### src/rtl/dwp_pkg.sv
package dwp_pkg;
   localparam logic [1:0] SIZE_BYTE = 2'b00;
   localparam logic [1:0] SIZE_HALF = 2'b01;
   localparam logic [1:0] SIZE_WORD = 2'b10;

   // unit size in bytes for a size code, capped by the memory port width
   function automatic int unsigned unit_bytes(input logic [1:0] code,
                                              input int unsigned max_bytes);
      int unsigned b;
      b = 32'd1 << code;
      if (b > max_bytes) b = max_bytes;
      return b;
   endfunction
endpackage

### src/rtl/dwp_store.sv
module dwp_store #(
   parameter int PB    = 4,
   parameter int SLOTS = 4,
   parameter int MB    = 4,
   localparam int DEPTH  = PB * SLOTS,
   localparam int PTR_W  = $clog2(DEPTH),
   localparam int SLOT_W = $clog2(SLOTS),
   localparam int LVL_W  = $clog2(DEPTH + 1)
) (
   input  logic              clk,
   input  logic              wr_en,
   input  logic [SLOT_W-1:0] wr_slot,
   input  logic [8*PB-1:0]   wr_data,
   input  logic [PTR_W-1:0]  rd_ptr,
   input  logic [LVL_W-1:0]  rd_bytes,
   output logic [8*MB-1:0]   rd_data
);
   logic [8*DEPTH-1:0] flat;

   // one byte register per ring position; a push fills the lanes of one slot
   for (genvar i = 0; i < DEPTH; i++) begin : g_lane
      logic [7:0] byte_q;
      always_ff @(posedge clk) begin
         if (wr_en && (wr_slot == SLOT_W'(i / PB)))
            byte_q <= wr_data[8*(i % PB) +: 8];
      end
      assign flat[8*i +: 8] = byte_q;
   end

   // output lane k shows ring byte rd_ptr+k, zero beyond the unit size
   for (genvar k = 0; k < MB; k++) begin : g_out
      logic [PTR_W-1:0] idx;
      assign idx = rd_ptr + PTR_W'(k);
      assign rd_data[8*k +: 8] = (LVL_W'(k) < rd_bytes) ? flat[{idx, 3'b000} +: 8] : 8'h00;
   end
endmodule

### src/rtl/dwp_ctrl.sv
module dwp_ctrl #(
   parameter int PB    = 4,
   parameter int SLOTS = 4,
   parameter int MB    = 4,
   localparam int DEPTH  = PB * SLOTS,
   localparam int PTR_W  = $clog2(DEPTH),
   localparam int SLOT_W = $clog2(SLOTS),
   localparam int LVL_W  = $clog2(DEPTH + 1)
) (
   input  logic              clk,
   input  logic              rst_n,
   input  logic              flush,
   input  logic [1:0]        size_code,
   input  logic              push_valid,
   input  logic              pop_req,
   output logic              push_ready,
   output logic              pop_ready,
   output logic              push_fire,
   output logic [SLOT_W-1:0] wr_slot,
   output logic [PTR_W-1:0]  rd_ptr,
   output logic [LVL_W-1:0]  unit,
   output logic [LVL_W-1:0]  level,
   output logic              empty,
   output logic              full
);
   logic             pop_fire;
   logic [LVL_W-1:0] lvl_nxt;

   assign unit       = LVL_W'(dwp_pkg::unit_bytes(size_code, MB));
   assign push_ready = (level <= LVL_W'(DEPTH - PB));
   assign pop_ready  = (level >= unit);
   assign push_fire  = push_valid & push_ready & ~flush;
   assign pop_fire   = pop_req & pop_ready & ~flush;

   always_comb begin
      lvl_nxt = level;
      if (push_fire) lvl_nxt = lvl_nxt + LVL_W'(PB);
      if (pop_fire)  lvl_nxt = lvl_nxt - unit;
   end

   always_ff @(posedge clk or negedge rst_n) begin
      if (!rst_n) begin
         wr_slot <= '0;
         rd_ptr  <= '0;
         level   <= '0;
         empty   <= 1'b1;
         full    <= 1'b0;
      end else if (flush) begin
         wr_slot <= '0;
         rd_ptr  <= '0;
         level   <= '0;
         empty   <= 1'b1;
         full    <= 1'b0;
      end else begin
         if (push_fire) wr_slot <= wr_slot + SLOT_W'(1);
         if (pop_fire)  rd_ptr  <= rd_ptr + PTR_W'(unit);
         level <= lvl_nxt;
         empty <= (lvl_nxt == '0);
         full  <= (lvl_nxt == LVL_W'(DEPTH));
      end
   end
endmodule

### src/rtl/dma_width_packer.sv
module dma_width_packer #(
   parameter int PWIDTH = 32,
   parameter int MEM_W  = 32,
   parameter int SLOTS  = 4,
   localparam int PB    = PWIDTH / 8,
   localparam int MB    = MEM_W / 8,
   localparam int DEPTH = PB * SLOTS,
   localparam int PTR_W = $clog2(DEPTH),
   localparam int SLOT_W = $clog2(SLOTS),
   localparam int LVL_W = $clog2(DEPTH + 1)
) (
   input  logic              clk,
   input  logic              rst_n,
   input  logic              flush,
   input  logic [1:0]        mem_size,
   input  logic              push_valid,
   input  logic [PWIDTH-1:0] push_data,
   output logic              push_ready,
   input  logic              pop_req,
   output logic [MEM_W-1:0]  pop_data,
   output logic              pop_ready,
   output logic [LVL_W-1:0]  level,
   output logic              empty,
   output logic              full
);
   if (PWIDTH % 8 != 0 || (PB & (PB - 1)) != 0) begin : g_bad_pwidth
      $error("PWIDTH must be a power-of-two number of bytes");
   end
   if (MEM_W % 8 != 0 || (MB & (MB - 1)) != 0 || MB > DEPTH) begin : g_bad_memw
      $error("MEM_W must be a power-of-two number of bytes not above the ring size");
   end
   if (SLOTS < 2 || (SLOTS & (SLOTS - 1)) != 0) begin : g_bad_slots
      $error("SLOTS must be a power of two of at least 2");
   end

   logic              push_fire;
   logic [SLOT_W-1:0] wr_slot;
   logic [PTR_W-1:0]  rd_ptr;
   logic [LVL_W-1:0]  unit;

   dwp_ctrl #(.PB(PB), .SLOTS(SLOTS), .MB(MB)) u_ctrl (
      .clk        (clk),
      .rst_n      (rst_n),
      .flush      (flush),
      .size_code  (mem_size),
      .push_valid (push_valid),
      .pop_req    (pop_req),
      .push_ready (push_ready),
      .pop_ready  (pop_ready),
      .push_fire  (push_fire),
      .wr_slot    (wr_slot),
      .rd_ptr     (rd_ptr),
      .unit       (unit),
      .level      (level),
      .empty      (empty),
      .full       (full)
   );

   dwp_store #(.PB(PB), .SLOTS(SLOTS), .MB(MB)) u_store (
      .clk      (clk),
      .wr_en    (push_fire),
      .wr_slot  (wr_slot),
      .wr_data  (push_data),
      .rd_ptr   (rd_ptr),
      .rd_bytes (unit),
      .rd_data  (pop_data)
   );
endmodule

### config.mk
export PLATFORM = sky130hd
export DESIGN_NAME = dma_width_packer
export DESIGN_NICKNAME = d
export VERILOG_FILES = /design/src/rtl/dwp_pkg.sv /design/src/rtl/dwp_store.sv /design/src/rtl/dwp_ctrl.sv /design/src/rtl/dma_width_packer.sv
export SDC_FILE = /design/constraint.sdc
export NUM_CORES = 1
export LEC_CHECK = 0
export ABC_AREA = 1
export BUFFER_PORTS_ARGS = -buffer_cell sky130_fd_sc_hd__buf_2
export CAP_MARGIN = 20
export CORE_MARGIN = 3
export CORE_UTILIZATION = 55
export CTS_BUF_LIST = sky130_fd_sc_hd__clkbuf_4 sky130_fd_sc_hd__clkbuf_8 sky130_fd_sc_hd__clkbuf_16
export DETAILED_ROUTE_END_ITERATION = 12
export PLACE_DENSITY = 0.75
export SYNTH_ARGS = -nofsm -noshare
export SYNTH_HDL_FRONTEND = slang
export SYNTH_SLANG_ARGS = --single-unit
export TNS_END_PERCENT = 50
### constraint.sdc
create_clock -name clk -period 3.85 [get_ports clk]
set_input_delay 0.77 -clock clk [delete_from_list [all_inputs] [get_ports clk]]
set_output_delay 0.77 -clock clk [all_outputs]
set_load 0.01 [all_outputs]
=== Word level (Yosys, flattened, before mapping) ===
Index checks and enable logic that the tools add are counted.

* Output and inout port bits: 41
* Logic and storage cells: 71
* Register bits after elaboration: 141
* Input bits: 39

* Bitwise operators: 5
* Shift-type cells: 5
* Add/sub/neg operators: 7
* Multiplexer cells: 14
* Eq/ne operators: 4
* Reduce and logical (&&, ||, !) cells: 8
* Magnitude comparators: 7

{| class="wikitable"
|+ Operators with widths
! cell !! count
|-
| 128-bit by 8-bit variable part select with 8-bit output || 4
|-
| 32-bit by 3-bit > comparator with 1-bit output (second input constant) || 1
|-
| 8-bit 2-to-1 mux || 4
|-
| 1-bit by 2-bit left shift with 32-bit output (first input constant) || 1
|-
| 5-bit 2-to-1 mux || 4
|-
| 1-bit by 5-bit < comparator with 1-bit output (first input constant) || 2
|-
| 2-bit by 5-bit < comparator with 1-bit output (first input constant) || 2
|-
| 4-bit by 2-bit adder with 4-bit output (second input constant) || 2
|-
| 4-bit 2-to-1 mux || 2
|-
| 5-bit by 3-bit adder with 5-bit output (second input constant) || 1
|-
| 5-bit equality test (second input constant) || 1
|-
| 5-bit >= comparator || 1
|-
| 5-bit by 4-bit less-or-equal comparator with 1-bit output (second input constant) || 1
|-
| 5-bit logical NOT || 1
|-
| 5-bit subtractor || 1
|-
| 4-bit by 1-bit adder with 4-bit output (second input constant) || 1
|-
| 4-bit adder || 1
|-
| 1-bit bitwise AND || 4
|-
| 2-bit equality test (second input constant) || 2
|-
| 1-bit logical AND || 4
|-
| 2-bit 2-to-1 mux || 2
|-
| 2-bit nonzero test || 2
|-
| 2-bit by 1-bit adder with 2-bit output (second input constant) || 1
|-
| 2-bit by 1-bit equality test with 1-bit output (second input constant) || 1
|-
| 3 further kinds || 4
|}

=== Longest topological paths before layout ===
Gate-level depths: netlist of run 1.

* Word-level depth: 9
* Mapped depth: 18
* Mapped depth without buffers: 18

=== Cells and area by module ===
From an unflattened synthesis of run 1, not the netlist that was laid out.

* Cell total of the unflattened synthesis: 1224
* Area, all modules: 9158.8 um^2

{| class="wikitable"
|+ Modules (own cells, without submodules)
! module !! area an instance (um^2) !! times used !! cells each !! sequential area each (um^2)
|-
| dwp_store || 8107.8 || 1 || 1086 || 3843.7
|-
| dwp_ctrl || 1051.0 || 1 || 138 || 326.6
|}

=== Worst setup path after synthesis of run 1 ===
No wires, ideal clock.

* Path kind: register to output
* Start: register u_ctrl.rd_ptr[1]
* End: output pop_data[10]
* Stages on the path, launching flop included: 10
* Data required time: 3.080 ns
* Data arrival time: 2.228 ns
* Buffers on the path: 3
* Slack: 0.852 ns
* Cell sequence: dfrtp_1 > inv_2 > clkbuf_1 > ha_1 > buf_2 > inv_2 > clkbuf_1 > mux2i_1 > a21oi_1 > nor2_1

* Longest elaborated chain between the ends: 3

{| class="wikitable"
|+ RTL lines
! item !! RTL line !! text
|-
| from (decl) || dwp_ctrl.sv:20 || <nowiki>output logic [PTR_W-1:0] rd_ptr,</nowiki>
|-
| from (signal assigned) || dwp_ctrl.sv:56 || <nowiki>if (pop_fire) rd_ptr <= rd_ptr + PTR_W'(unit);</nowiki>
|-
| 4-bit by 1-bit adder with 4-bit output || dwp_store.sv:33 || <nowiki>assign idx = rd_ptr + PTR_W'(k);</nowiki>
|-
| 128-bit by 8-bit variable part select with 8-bit output || dwp_store.sv:34 || <nowiki>assign rd_data[8*k +: 8] = (LVL_W'(k) < rd_bytes) ? flat[{idx, 3'b000} +: 8] : 8'h00;</nowiki>
|-
| 8-bit 2-to-1 mux || dwp_store.sv:34 ||
|-
| to (decl) || dma_width_packer.sv:20 || <nowiki>output logic [MEM_W-1:0] pop_data,</nowiki>
|}

Every way passes these cells.

=== Worst setup path in the final report of run 1 ===
* Start: register u_ctrl.rd_ptr[1]
* End: output pop_data[24]

* Longest elaborated chain between the ends: 3

{| class="wikitable"
|+ RTL lines
! item !! RTL line
|-
| 4-bit by 2-bit adder with 4-bit output || dwp_store.sv:33
|-
| 128-bit by 8-bit variable part select with 8-bit output || dwp_store.sv:34
|-
| 8-bit 2-to-1 mux || dwp_store.sv:34
|}

Every way passes these cells.

==> flow_summary_export.csv, run 1 <==
group,metric,value,unit
clock_network,cts.sinks,141,
finish,layout-drive-gt1-share,14.6,%
global_routing,grt_overflow,0,
clock_network,clkLatencyLatePin,0.43,ns
placement,dpl.hpwl,15.1,mm
global_routing,grt_use_total,26.7,%
setup_path,r2r_slack,1.05,ns
placement,pre_cts_ws,0.593,ns
pwr,powerDensity,491,nW/um^2
routing,met1_length,9.79,mm
routing,antenna_left,0,
routing,vias,7596,
pwr,ir_drop,0.434,mV
logic_synthesis,synth.top_cell.area_share,43.8,%
setup_path,cp-end-kind,"output port",
logic_synthesis,ys_types,41,
worst_hold_path,hp-class,"input pin to async pin",
clock_network,postCtsSetupBuffers,0,
sta,fin_setup_tns,0,ns
sta,final-setup-viol-count,0,
clock_network,clkSlewWorstSetupHoldPaths,0.06,ns
outcome,outcome,"finished clean",
floorplan,initial_core_util,56.9,%
logic_synthesis,yosysSeqAreaShare,47.5,%
sta,max_slew.worst_pin.slew,0.646,ns
clock_network,cts-root-buf,"clkbuf_16",
pwr,power.leakage,3.96,nW
setup_path,rr_endpoint,"u_ctrl.full$_DFF_PN0_",
floorplan,die_area,17500,um^2
setup_path,startpoint,"u_ctrl.rd_ptr[1]$_DFFE_PN0P_",
sta,drv_slew,0,
routing,via_per_inst,5.98,
logic_synthesis,syn_area,8770,um^2
clock_network,holdBufCountCts,0,
logic_synthesis,yosys_register_bits,141,
routing,dr.pass1.iters,6,
logic_synthesis,syn_nets,1048,
placement,place.port_buffers,79,
global_routing,antenna_found_initial,0,
setup_path,cp_cell_sequence,"buf_4 -> ha_1 -> a21o_2 -> xor2_4 -> inv_2 -> nand3_1 -> nand2_1 -> a31oi_1 -> buf_2",
logic_synthesis,synth_top_area_cell,"edfxtp_1",
routing,dr.max_layer_used,"met4",
sta,fmax,270,MHz
routing,wirelength,23.5,mm
sta,finClkSkew,0.0120,ns
routing,drc,0,
setup_path,worstPathRequired,3.08,ns
setup_path,slowest_stage,"xor2_4",
setup_path,worst-setup-path-type,"flop to output port",
sta,period_share,96.3,%
sta,hold_viol_final,0,
logic_synthesis,syn_avg_cell_area,8.86,um^2
global_routing,grt_pass1_vias,6926,
floorplan,die_x,132,um
setup_path,worstRegToRegCells,17,
routing,met2WireLength,10.9,mm
finish,diodes,0,
sta,slew_headroom,56.7,%
sta,setup_ws,0.142,ns
setup_path,cp-start-kind,"flop",
finish,area_growth,12.8,%
clock_network,h-tree-depth,4,
global_routing,grt_pass1_wl,36.5,mm
routing,wl_met3,2.11,mm
run,drv_cap,0,
floorplan,rows,45,
setup_path,critPathMaxStageDelay,0.42,ns
sta,rsz0062_at_grt,"false",
placement,gp_congestion,0.860,
logic_synthesis,synth_cells,990,
setup_path,crit_arrival,2.94,ns
clock_network,clk_path_buf_depth,2,
sta,min_period,3.71,ns
floorplan,io_pins,80,
setup_path,crit_family,"buffers and inverters",
setup_path,worstPathMaxFanout,44,
floorplan,core,15400,um^2
finish,final_nets,1105,
logic_synthesis,yosys_warnings,0,
global_routing,grt_max_degree,115,
setup_path,cp_num_buf_inv,3,
setup_path,rr_startpoint,"u_ctrl.level[2]$_DFF_PN0_",
clock_network,cts_tree,"done",
floorplan,die_y,132,um
routing,dr.first_iter.drc_count,889,
clock_network,cts_buffers,17,
routing,wire_per_inst,18.5,um
logic_synthesis,synth_area_leaders,"edfxtp_1 44%, nand2_1 14%, mux2i_1 9.6%",
## stage by stage
stage | cells | total power (W) | utilization [%] | hold slack (ns) | cell area [um^2]
floorplan | 990 | 0.00278 | - | 0.474 | 8770
global placement | 1239 | 0.00315 | 60.1 | 0.626 | 9270
detailed placement | 1239 | 0.00317 | 60.1 | 0.632 | 9270
CTS | 1270 | 0.00484 | 64.0 | 0.229 | 9870
global route | 1270 | 0.00507 | 64.1 | 0.234 | 9890
finish | 1270 | 0.00485 | 64.1 | 0.224 | 9890
## routing by layer
metal,GRT usage [%],vias to the layer above
li1,-,3560
met3,5.19,61
met5,0,-
met4,10.5,0
met2,42.2,391
met1,36.7,3584
## cells by family (layout without fill, tap and decap cells)
kind of cell | after synthesis | after routing | synth area share, %
other cells | 1 | 1 | 0.0427
xor+xnor | 5 | 5 | 1.14
mux | 84 | 84 | 9.58
buf+inv | 108 | 177 | 6.19
compound gates | 122 | 122 | 8.43
simple gates | 510 | 510 | 24.2
flops | 141 | 141 | 47.5
fa+ha+maj | 19 | 19 | 2.88
## worst max path at each step
stage,depth (start not counted),endpoint
floorplan,9,pop_data[10]
global placement,8,pop_data[25]
detailed placement,8,pop_data[25]
CTS,8,pop_data[25]
global route,11,pop_data[9]
finish,9,pop_data[24]
## worst register-to-register path: stages (launching register included)
cell and delay [ns]:
dfrtp_1 0.44, ha_1 0.26, nand3_1 0.09, nand2_1 0.13
nand3_2 0.25, nand2_1 0.10, and2_1 0.16, ha_1 0.34
nand2_1 0.09, inv_1 0.05, o21a_1 0.16, nor2_1 0.09
inv_1 0.05, nor2_1 0.17, inv_1 0.07, nand2_1 0.08
nand3_1 0.09, nor2_1 0.11
## cell usage in the layout, fill, tap and decap left out, types with 3 or more instances in the layout
cell type  instances
a21oi_1           12
a31oi_1           28
buf_2             79
buf_4             16
bufinv_16          3
clkbuf_16         17
clkbuf_4           4
clkinv_4           5
dfrtp_1           10
edfxtp_1         128
ha_1              16
inv_1             38
inv_2              7
mux2i_1           84
nand2_1          329
nand3_1          136
nor2_1            28
nor2_4             4
o211ai_1          27
o21ai_0           38
o21ai_1            7
o21bai_1           3
## flip-flops by register name (all words and copies together) (netlist names)
register               flops
u_ctrl.full                1
u_ctrl.level               5
u_ctrl.rd_ptr              4
u_ctrl.wr_slot             2
u_store.g_lane.byte_q    128
u_ctrl.empty               1
## power breakdown
group | total (W) | switching [W] | internal [W]
clock network | 0.00167 | 0.000631 | 0.00104
registers | 0.00179 | 0.0000422 | 0.00175
logic | 0.00139 | 0.000913 | 0.000480
total | 0.00485 | 0.00159 | 0.00327
## cells in the mapped netlist (all sizes together)
cell    number
fa           2
inv         48
nor2        32
a31oi       28
clkbuf      21
a311oi       1
dfstp        1
conb         1
or2          2
o21bai       3
edfxtp     128
dfrtp       12
xor2         4
o22ai        2
nand2      330
ha          17
o211ai      27
nor3         2
buf         38
o21a         1
xnor2        1
a21oi       12
mux2i       84
a21o         2
o21ai       46
nand4        2
and3         2
and2         2
nand3      138
clkinv       1
## area by class of cell
class / instances / area [um^2]
clock inverter: 10 / 143
inverter: 49 / 193
timing repair buffer: 97 / 563
fill: 1313 / 5540
sequential: 141 / 4180
tap: 211 / 264
clock buffer: 21 / 455
multi-input combinational: 741 / 4100
## what timing repair did
action,4_1_cts,5_1_grt
gates resized for setup,0,5
setup endpoints to repair,0,10
endpoints found under the hold margin,0,0
No activity file was read; power rests on OpenSTA's default activity.
==> run 2, diff against run 1 <==
==> constraint.sdc (replaced) <==
create_clock -name clk -period 3.85 [get_ports clk]
set_input_delay 0.5775 -clock clk [delete_from_list [all_inputs] [get_ports clk]]
set_output_delay 0.5775 -clock clk [all_outputs]
set_load 0.01 [all_outputs]
==> run 2 against run 1 <==
Net effect: critical endpoint is now pop_data[26]; flip-flop and latch count stayed put; clock skew is 0.0035 ns lower; count of clock-buffer cells in the layout is 4 lower; wire length is 1.8% lower; maximum frequency is 3.8% higher; highest routed layer is now met5; final area is 0.78% lower; die area stayed put; total power is 3.2% lower.
==> flow_summary_export.csv, run 2 (same netlist as run 1, synthesis figures left out) <==
group,metric,value,unit
global_routing,grt_overflow,0,
routing,drc,0,
floorplan,die_area,17500,um^2
finish,final_area,9810,um^2
worst_hold_path,hp-class,"input pin to async pin",
floorplan,io_pins,80,
pwr,ir_drop,0.380,mV
global_routing,grt_use_total,26.6,%
run,drv_cap,0,
routing,vias,7497,
routing,wirelength,23.1,mm
clock_network,cts_tree,"done",
outcome,outcome,"finished clean",
clock_network,cts.sinks,141,
sta,setup_ws,0.278,ns
global_routing,grt_pass1_vias,6740,
finish,regMostFlops,"u_store.g_lane.byte_q",
placement,dpl_cell_area,9270,um^2
setup_path,worstPathRequired,3.27,ns
finish,diodes,0,
sta,fmax,280,MHz
routing,antenna_left,0,
clock_network,clkSlewWorstSetupHoldPaths,0.07,ns
sta,min_period,3.57,ns
pwr,total_power,0.00470,W
clock_network,cts-root-buf,"clkbuf_16",
pwr,powerDensity,479,nW/um^2
global_routing,grt_pass1_wl,36.3,mm
clock_network,h-tree-depth,4,
floorplan,rows,45,
sta,finClkSkew,0.00858,ns
finish,largestRegisters,"u_store.g_lane.byte_q x128, u_ctrl.level x5, u_ctrl.rd_ptr x4",
setup_path,cp-end-kind,"output port",
placement,place_inst,1240,
sta,max_slew.worst_pin.slew,0.858,ns
sta,drv_slew,0,
sta,period_share,92.8,%
global_routing,grt_max_degree,100,
routing,dr.first_iter.drc_count,1108,
placement,dpl.hpwl,15.4,mm
clock_network,clkLatencyLatePin,0.43,ns
routing,dr.pass1.iters,6,
placement,place.port_buffers,79,
finish,largest_reg_flops,128,
finish,instances_no_fill,1272,
global_routing,antenna_found_initial,1,
placement,pre_cts_ws,0.778,ns
sta,slew_headroom,42.6,%
sta,final-setup-viol-count,0,
pwr,power.leakage,3.94,nW
routing,wire_per_inst,18.1,um
floorplan,core,15400,um^2
sta,rsz0062_at_grt,"false",
setup_path,worst-setup-path-type,"flop to output port",
finish,layout_common_cells,"329 x nand2_1, 136 x nand3_1, 128 x edfxtp_1, 84 x mux2i_1, 79 x buf_2",
setup_path,worstPathMaxFanout,29,
clock_network,cts_buffers,17,
sta,fin_setup_tns,0,ns
sta,hold_viol_final,0,
clock_network,cts_resized,0,
finish,final_nets,1106,
setup_path,cp-start-kind,"flop",
routing,via_per_inst,5.89,
clock_network,clk_path_buf_depth,2,
setup_path,crit_arrival,2.99,ns
finish,final_common_cell,"nand2_1",
clock_network,postCtsSetupBuffers,0,
floorplan,initial_core_util,56.9,%
placement,gp_congestion,0.935,
floorplan,die_x,132,um
floorplan,die_y,132,um
clock_network,holdBufCountCts,0,
finish,area_growth,11.9,%
finish,layout-drive-gt1-share,14.7,%
run 2: worst paths after layout:
path / start / endpoint / slack, ns / cells past startpoint
hold reg to reg: u_ctrl.wr_slot[0]$_DFFE_PN0P_ / u_ctrl.wr_slot[0]$_DFFE_PN0P_ / 0.64 / 3
setup reg to reg: u_ctrl.level[2]$_DFF_PN0_ / u_ctrl.full$_DFF_PN0_ / 1.09 / 17
min in group clk: push_data[29] / u_store.g_lane[11].byte_q[5]$_DFFE_PP_ / 0.36 / 1
hold / removal: rst_n / u_ctrl.level[2]$_DFF_PN0_ / 0.04 / 1
setup / recovery: u_ctrl.rd_ptr[1]$_DFFE_PN0P_ / pop_data[26] / 0.28 / 8
max in group asynchronous: rst_n / u_ctrl.empty$_DFF_PN1_ / 3.52 / 1
run 2: area by class of cell:
| type | instances | area [um^2] |
|---|---|---|
| fill | 1332 | 5610 |
| inverter | 49 | 184 |
| sequential | 141 | 4180 |
| multi-input combinational | 741 | 4090 |
| clock buffer | 17 | 425 |
| clock inverter | 15 | 124 |
| timing repair buffer | 98 | 551 |
| tap | 211 | 264 |
run 2: critical path, cell delays in order, from the launching register on:
cell	delay, ns
dfrtp_2	0.42
inv_2	0.38
ha_2	0.40
inv_2	0.24
buf_4	0.34
o21ai_0	0.14
o21bai_1	0.20
a31oi_1	0.27
buf_2	0.18
run 2: per-layer routing:
metal / up-vias / part of all wire, % / global-route usage [%]
li1: 3564 / - / -
met1: 3499 / 42 / 36.7
met2: 391 / 47 / 41.8
met3: 41 / 8.8 / 6.18
met4: 2 / 2.1 / 8.66
met5: - / 0.030 / 0
run 2: report_power, final:
part	switching [W]	leakage (nW)	internal (W)
Sequential	0.0000442	1.33	0.00174
Combinational	0.000898	2.35	0.000473
Clock	0.000696	0.262	0.000842
Total	0.00164	3.94	0.00306
run 2: stage by stage:
step	hold slack, ns	utilization (%)
6_report	0.0398	63.6
5_1_grt	0.0382	63.6
4_1_cts	0.0354	63.6
3_5_place_dp	0.498	60.1
3_3_place_gp	0.492	60.1
2_1_floorplan	0.282	-
